--- config.mk ---
export PLATFORM = sky130hd
export DESIGN_NAME = interp_top
export DESIGN_NICKNAME = d
export VERILOG_FILES = /design/src/rtl/interp_pkg.sv /design/src/rtl/interp_ctrl.sv /design/src/rtl/interp_datapath.sv /design/src/rtl/interp_top.sv
export SDC_FILE = /design/constraint.sdc
export NUM_CORES = 1
export LEC_CHECK = 0
export BUFFER_PORTS_ARGS = -buffer_cell sky130_fd_sc_hd__buf_2
export CORE_ASPECT_RATIO = 1.1
export CORE_MARGIN = 3
export CORE_UTILIZATION = 38
export DETAILED_ROUTE_END_ITERATION = 16
export GPL_ROUTABILITY_DRIVEN = 0
export PLACE_DENSITY = 0.56
export SLEW_MARGIN = 40
export SYNTH_ARGS = -nofsm -noshare
export SYNTH_HDL_FRONTEND = slang
export SYNTH_SLANG_ARGS = --single-unit
--- constraint.sdc ---
create_clock -name clk -period 23.5 [get_ports clk]
set_input_delay 4.7 -clock clk [delete_from_list [all_inputs] [get_ports clk]]
set_output_delay 4.7 -clock clk [all_outputs]
set_load 0.05 [all_outputs]
--- src/rtl/interp_pkg.sv ---
package interp_pkg;
  localparam int SEG_BITS = 3;
  localparam int ORD_W    = 10;
  localparam int ACC_W    = 14;
  localparam int MEM_W    = 24;
  localparam int NUM_ORD  = (1 << SEG_BITS) + 1;
  localparam int IDX_W    = $clog2(NUM_ORD);
  localparam int FRAC_W   = ACC_W - SEG_BITS;

  typedef struct packed {
    logic             xLatch;
    logic             ordValid;
    logic [IDX_W-1:0] ordIdx;
  } strobe_t;
endpackage

--- src/rtl/interp_ctrl.sv ---
module interp_ctrl
  import interp_pkg::*;
#(
  parameter int ADDR_REPS = 4,
  parameter int RES_REPS  = 4,
  parameter int BLANKS    = 2
) (
  input  logic    clk,
  input  logic    rstN,
  input  logic    wordValid,
  input  logic    isCtrl,
  input  logic    memGnt,
  output logic    memReq,
  output logic    memWe,
  output strobe_t strobes,
  output logic    missedAccess
);
  localparam int MAXC  = (ADDR_REPS > RES_REPS) ?
                         ((ADDR_REPS > NUM_ORD) ? ADDR_REPS : NUM_ORD) :
                         ((RES_REPS > NUM_ORD) ? RES_REPS : NUM_ORD);
  localparam int CNT_W = $clog2(MAXC + 1);

  typedef enum logic [2:0] {S_IDLE, S_XADDR, S_ORD, S_BLANK, S_RADDR} state_t;

  state_t           state;
  logic [CNT_W-1:0] cnt;
  logic             granted;
  logic             dataWord;
  logic             gntNow;

  assign dataWord = wordValid && !isCtrl;
  assign memReq   = dataWord && !granted && (state == S_XADDR || state == S_RADDR);
  assign memWe    = (state == S_RADDR);
  assign gntNow   = memReq && memGnt;

  assign strobes.xLatch   = gntNow && (state == S_XADDR);
  assign strobes.ordValid = dataWord && (state == S_ORD);
  assign strobes.ordIdx   = cnt[IDX_W-1:0];

  always_ff @(posedge clk) begin
    if (!rstN) begin
      state        <= S_IDLE;
      cnt          <= '0;
      granted      <= 1'b0;
      missedAccess <= 1'b0;
    end else if (wordValid) begin
      if (isCtrl) begin
        state   <= S_XADDR;
        cnt     <= '0;
        granted <= 1'b0;
      end else begin
        case (state)
          S_XADDR: begin
            if (gntNow) granted <= 1'b1;
            if (cnt == CNT_W'(ADDR_REPS - 1)) begin
              cnt <= '0;
              if (granted || gntNow) begin
                state <= S_ORD;
              end else begin
                state        <= S_IDLE;
                missedAccess <= 1'b1;
              end
            end else begin
              cnt <= cnt + 1'b1;
            end
          end
          S_ORD: begin
            if (cnt == CNT_W'(NUM_ORD - 1)) begin
              state <= S_BLANK;
              cnt   <= '0;
            end else begin
              cnt <= cnt + 1'b1;
            end
          end
          S_BLANK: begin
            if (cnt == CNT_W'(BLANKS - 1)) begin
              state   <= S_RADDR;
              cnt     <= '0;
              granted <= 1'b0;
            end else begin
              cnt <= cnt + 1'b1;
            end
          end
          S_RADDR: begin
            if (gntNow) granted <= 1'b1;
            if (cnt == CNT_W'(RES_REPS - 1)) begin
              state <= S_IDLE;
              cnt   <= '0;
              if (!(granted || gntNow)) missedAccess <= 1'b1;
            end else begin
              cnt <= cnt + 1'b1;
            end
          end
          default: begin
            state <= S_IDLE;
            cnt   <= '0;
          end
        endcase
      end
    end
  end

  // ordinates are only collected once X has been fetched
  assert_ord_after_grant_R5: assert property (@(posedge clk) disable iff (!rstN)
    (state == S_ORD) |-> granted);

  // the missed-access flag never falls outside reset
  assert_sticky_miss_R10: assert property (@(posedge clk) disable iff (!rstN)
    $past(missedAccess) |-> missedAccess);
endmodule

--- src/rtl/interp_datapath.sv ---
module interp_datapath
  import interp_pkg::*;
(
  input  logic             clk,
  input  logic             rstN,
  input  strobe_t          strobes,
  input  logic [ORD_W-1:0] ordData,
  input  logic [MEM_W-1:0] memRdata,
  output logic [MEM_W-1:0] memWdata
);
  localparam int PROD_W = ORD_W + FRAC_W + 2;
  localparam int SHIFT  = FRAC_W - (ACC_W - ORD_W);
  localparam int PAD_W  = MEM_W - 1 - ACC_W;
  localparam int SEG_HI = MEM_W - 2;
  localparam int FR_HI  = SEG_HI - SEG_BITS;
  localparam logic signed [PROD_W-1:0] ROUND_K = PROD_W'(1) <<< (SHIFT - 1);

  logic [SEG_BITS-1:0] seg;
  logic [FRAC_W-1:0]   frac;
  logic [ORD_W-1:0]    fLo, fHi;
  logic [IDX_W-1:0]    loIdx, hiIdx;

  logic signed [ORD_W:0]    diff;
  logic signed [PROD_W-1:0] prod, rounded, sum;
  logic [ACC_W-1:0]         result;
  logic                     unusedXbits;

  assign unusedXbits = ^{memRdata[MEM_W-1], memRdata[FR_HI-FRAC_W:0]};

  assign loIdx = IDX_W'(seg);
  assign hiIdx = IDX_W'(seg) + 1'b1;

  always_ff @(posedge clk) begin
    if (!rstN) begin
      seg  <= '0;
      frac <= '0;
      fLo  <= '0;
      fHi  <= '0;
    end else begin
      if (strobes.xLatch) begin
        seg  <= memRdata[SEG_HI -: SEG_BITS];
        frac <= memRdata[FR_HI -: FRAC_W];
      end
      if (strobes.ordValid && strobes.ordIdx == loIdx) fLo <= ordData;
      if (strobes.ordValid && strobes.ordIdx == hiIdx) fHi <= ordData;
    end
  end

  always_comb begin
    diff    = $signed({1'b0, fHi}) - $signed({1'b0, fLo});
    prod    = PROD_W'(diff) * $signed({1'b0, frac});
    rounded = (prod + ROUND_K) >>> SHIFT;
    sum     = $signed({{(PROD_W - ACC_W){1'b0}}, fLo, {(ACC_W - ORD_W){1'b0}}}) + rounded;
    result  = sum[ACC_W-1:0];
  end

  assign memWdata = {1'b0, result, {PAD_W{1'b0}}};

  // the interpolated value stays between the two kept ordinates
  assert_result_bounded_R6: assert property (@(posedge clk) disable iff (!rstN)
    (result >= ((fLo < fHi) ? {fLo, 4'b0} : {fHi, 4'b0})) &&
    (result <= ((fLo < fHi) ? {fHi, 4'b0} : {fLo, 4'b0})));
endmodule

--- src/rtl/interp_top.sv ---
module interp_top
  import interp_pkg::*;
#(
  parameter int ADDR_REPS = 4,
  parameter int RES_REPS  = 4
) (
  input  logic             clk,
  input  logic             rstN,
  input  logic             wordValid,
  input  logic [ORD_W:0]   wordData,
  input  logic             memGnt,
  input  logic [MEM_W-1:0] memRdata,
  output logic             memReq,
  output logic             memWe,
  output logic [ORD_W-1:0] memAddr,
  output logic [MEM_W-1:0] memWdata,
  output logic             missedAccess
);
  strobe_t strobes;

  assign memAddr = wordData[ORD_W-1:0];

  interp_ctrl #(
    .ADDR_REPS(ADDR_REPS),
    .RES_REPS (RES_REPS),
    .BLANKS   (2)
  ) i_ctrl (
    .clk         (clk),
    .rstN        (rstN),
    .wordValid   (wordValid),
    .isCtrl      (wordData[ORD_W]),
    .memGnt      (memGnt),
    .memReq      (memReq),
    .memWe       (memWe),
    .strobes     (strobes),
    .missedAccess(missedAccess)
  );

  interp_datapath i_dp (
    .clk     (clk),
    .rstN    (rstN),
    .strobes (strobes),
    .ordData (wordData[ORD_W-1:0]),
    .memRdata(memRdata),
    .memWdata(memWdata)
  );

  // requests only ever accompany a stream word strobe
  assert_req_on_word_R3: assert property (@(posedge clk) disable iff (!rstN)
    memReq |-> wordValid);

  // a write never carries a set sign bit
  assert_write_sign_R7: assert property (@(posedge clk) disable iff (!rstN)
    (memReq && memWe) |-> !memWdata[MEM_W-1]);
endmodule

==> impl_metrics.ini <==
[status]
status = completed

[final_layout]
final_cell_mix = 141 x inv_1, 82 x fa_1, 81 x ha_1
ff_latch_area_sq_um = 860.8
layout_commonest_cell = inv_1
fillers = 1811
syn2layout_area_growth_pct = 7.997
layout-drive-gt1-share = 0.1032
multi_input_area_sq_um = 5147
nNetsFinal = 1015
antenna_cells = 0

[timing]
timing.final.crit_period_ns = 13.93
slew_headroom = 0.4962
finalSetupViolCount = 0
slew_viol_final = 0
rsz0062_at_grt = false
tightestPinTransition_ns = 0.7460
timing.fmax_ghz = 0.07177
finalSetupTns_ns = 0
period_share = 0.5929
final_hold_viol_count = 0
clock_skew_ns = 0.008313

[drt]
drc_errors = 0
first_iter_violations = 173
dr.pass1.iters = 5
drtAntennaViolNets = 0
vias_per_cell = 4.759
via_count = 4987
routedWlPerCell_um = 14.26
drt-total-wl_mm = 14.95

[floorplan]
die_area_sq_um = 19510
coreArea_sq_um = 17270
die_x_um = 133.5
ios = 76
rows = 50
fp.dieH_um = 146.2
start_util = 0.3933

[clocking]
clock_path_buffers = 2
clock_sinks = 43
htreeDepth = 2
cts_tree = yes
post_cts_resized = 0
clk_latency_ns = 0.29
numCtsBuffers = 5
clkTransAtPathRegs_ns = 0.07
holdBufCountCts = 0
cts-root-buf = clkbuf_16
post_cts_buffers = 0

[power]
power_density_nw_per_um2 = 22.56
peakVddDrop_mv = 0.02669
p_leak_nw = 3.822
power_w = 0.0001654

[global_routing]
antenna_found_initial = 0
grt_pass1_wl_mm = 25.44
grt-ovfl-total = 0
grt_pass1_vias = 5107
track_usage = 0.1597
grt_max_degree = 44

[critical_path]
max_stage_delay_ns = 0.65
arrival_ns = 9.23
crit_path_max_fanout = 11
required_ns = 18.80
cp_slowest_cell = a2111oi_0
start_kind = flip-flop
r2r-start = i_ctrl.state[1]$_SDFFE_PN0P_
endpoint_kind = output port
crit_type = reg -> out
critPathLaunch = i_dp.fLo[1]$_SDFFE_PN0P_

[synthesis]
synth_enable_flop_cells = 0
synthArstFlopShare = 0
avgSynthCellArea_sq_um = 8.628
synth_area_sq_um = 6790
synth-seq-cells = 43
synth_cell_type_count = 52
synthCells = 787
synth_top_flop_cell = dfxtp_1
ys_warn_count = 0
ys_seq_area_frac = 0.1268

[min_path]
min_from = i_ctrl.missedAccess$_SDFFE_PN0P_
hold_class = reg -> reg

[placed_design]
port_buffers = 55
hpwl_mm = 12.14

[job]
drv_cap = 0
[metrics by stage]
stage	hold WS [ns]	instance area, sq um	setup slack [ns]	utilization	instances
after CTS	0.4686	7333	9.456	0.4247	1048
after detailed placement	0.4529	7181	9.837	0.4159	1040
after global routing	0.4780	7333	8.703	0.4247	1048
final	0.4657	7333	9.567	0.4247	1048
after floorplan	0.4826	6824	10.47	-	796
after global placement	0.4427	7178	9.843	0.4157	1040
[cells by family after synthesis]
kind of cell / after synthesis / synth area share
and+or+nand+nor: 223 / 0.1734
other: 1 / 0.0005523
buffers and inverters: 196 / 0.1214
muxes: 35 / 0.05159
xor gates and xnor gates: 37 / 0.04772
DFF: 43 / 0.1268
adders and majority gates: 163 / 0.3910
AOI/OAI and AO/OA: 89 / 0.08753
[area by class of cell]
type | count | area share
Inverter | 141 | 0.07217
Timing Repair Buffer | 65 | 0.04777
Tap cell | 234 | 0.03992
Sequential cell | 43 | 0.1174
Multi-Input combinational cell | 557 | 0.7019
Clock inverter | 2 | 0.001877
Clock buffer | 6 | 0.01894
[critical path, delay by kind of cell, from the launching register on]
| family | cells | cell delay (ns) |
|---|---|---|
| AOI/OAI and AO/OA | 12 | 3.03 |
| xor gates and xnor gates | 4 | 0.91 |
| adders and majority gates | 7 | 3.06 |
| DFF | 1 | 0.42 |
| buffers and inverters | 5 | 0.54 |
| and+or+nand+nor | 5 | 0.96 |
[registers in the layout, summed over array words and instances, names as in the netlist]
name / count
i_dp.frac: 11
i_dp.fLo: 10
i_ctrl.missedAccess: 1
i_dp.fHi: 10
i_ctrl.state: 3
i_ctrl.granted: 1
i_ctrl.cnt: 4
i_dp.seg: 3
[worst paths after layout]
check	endpoint	slack, ns	cells past startpoint
setup / recovery	memWdata[22]	9.57	33
hold / removal	i_ctrl.missedAccess$_SDFFE_PN0P_	0.47	1
setup reg to reg	i_dp.fLo[4]$_SDFFE_PN0P_	21.33	6
hold reg to reg	i_ctrl.missedAccess$_SDFFE_PN0P_	0.47	1
[cells in the mapped netlist, types with 3 or more instances]
cell | instances | area share
a21o_1 | 6 | 0.0066
nand3_1 | 12 | 0.0088
a21boi_0 | 3 | 0.0033
o31ai_1 | 5 | 0.0055
nand2_1 | 61 | 0.034
o211ai_1 | 5 | 0.0055
xor2_1 | 13 | 0.017
mux2i_1 | 35 | 0.052
inv_1 | 141 | 0.078
a21oi_1 | 25 | 0.018
nor3_1 | 9 | 0.0066
and3_1 | 7 | 0.0064
buf_2 | 5 | 0.0037
xnor2_1 | 24 | 0.031
or3_1 | 3 | 0.0028
o21a_1 | 7 | 0.0077
o31a_1 | 8 | 0.010
buf_4 | 22 | 0.024
or2_2 | 4 | 0.0037
fa_1 | 82 | 0.24
o21ai_0 | 10 | 0.0074
nor2b_1 | 48 | 0.044
nor2_1 | 29 | 0.016
and2_1 | 36 | 0.033
ha_1 | 81 | 0.15
clkbuf_1 | 28 | 0.015
dfxtp_1 | 43 | 0.13
o21bai_1 | 5 | 0.0055
[per-layer routing]
metal / up-vias / track usage / share of wire
met5: - / 0 / 0
met4: 0 / 0.03241 / 0.011
met3: 10 / 0.01378 / 0.023
met2: 70 / 0.2739 / 0.48
met1: 2394 / 0.2213 / 0.49
li1: 2513 / - / -
[where the power goes]
part / switching [W] / internal [W]
Combinational: 0.0000122 / 0.00000511
Sequential: 0.000000742 / 0.0000731
Clock: 0.0000317 / 0.0000426
(Power assumes the default switching activity.)
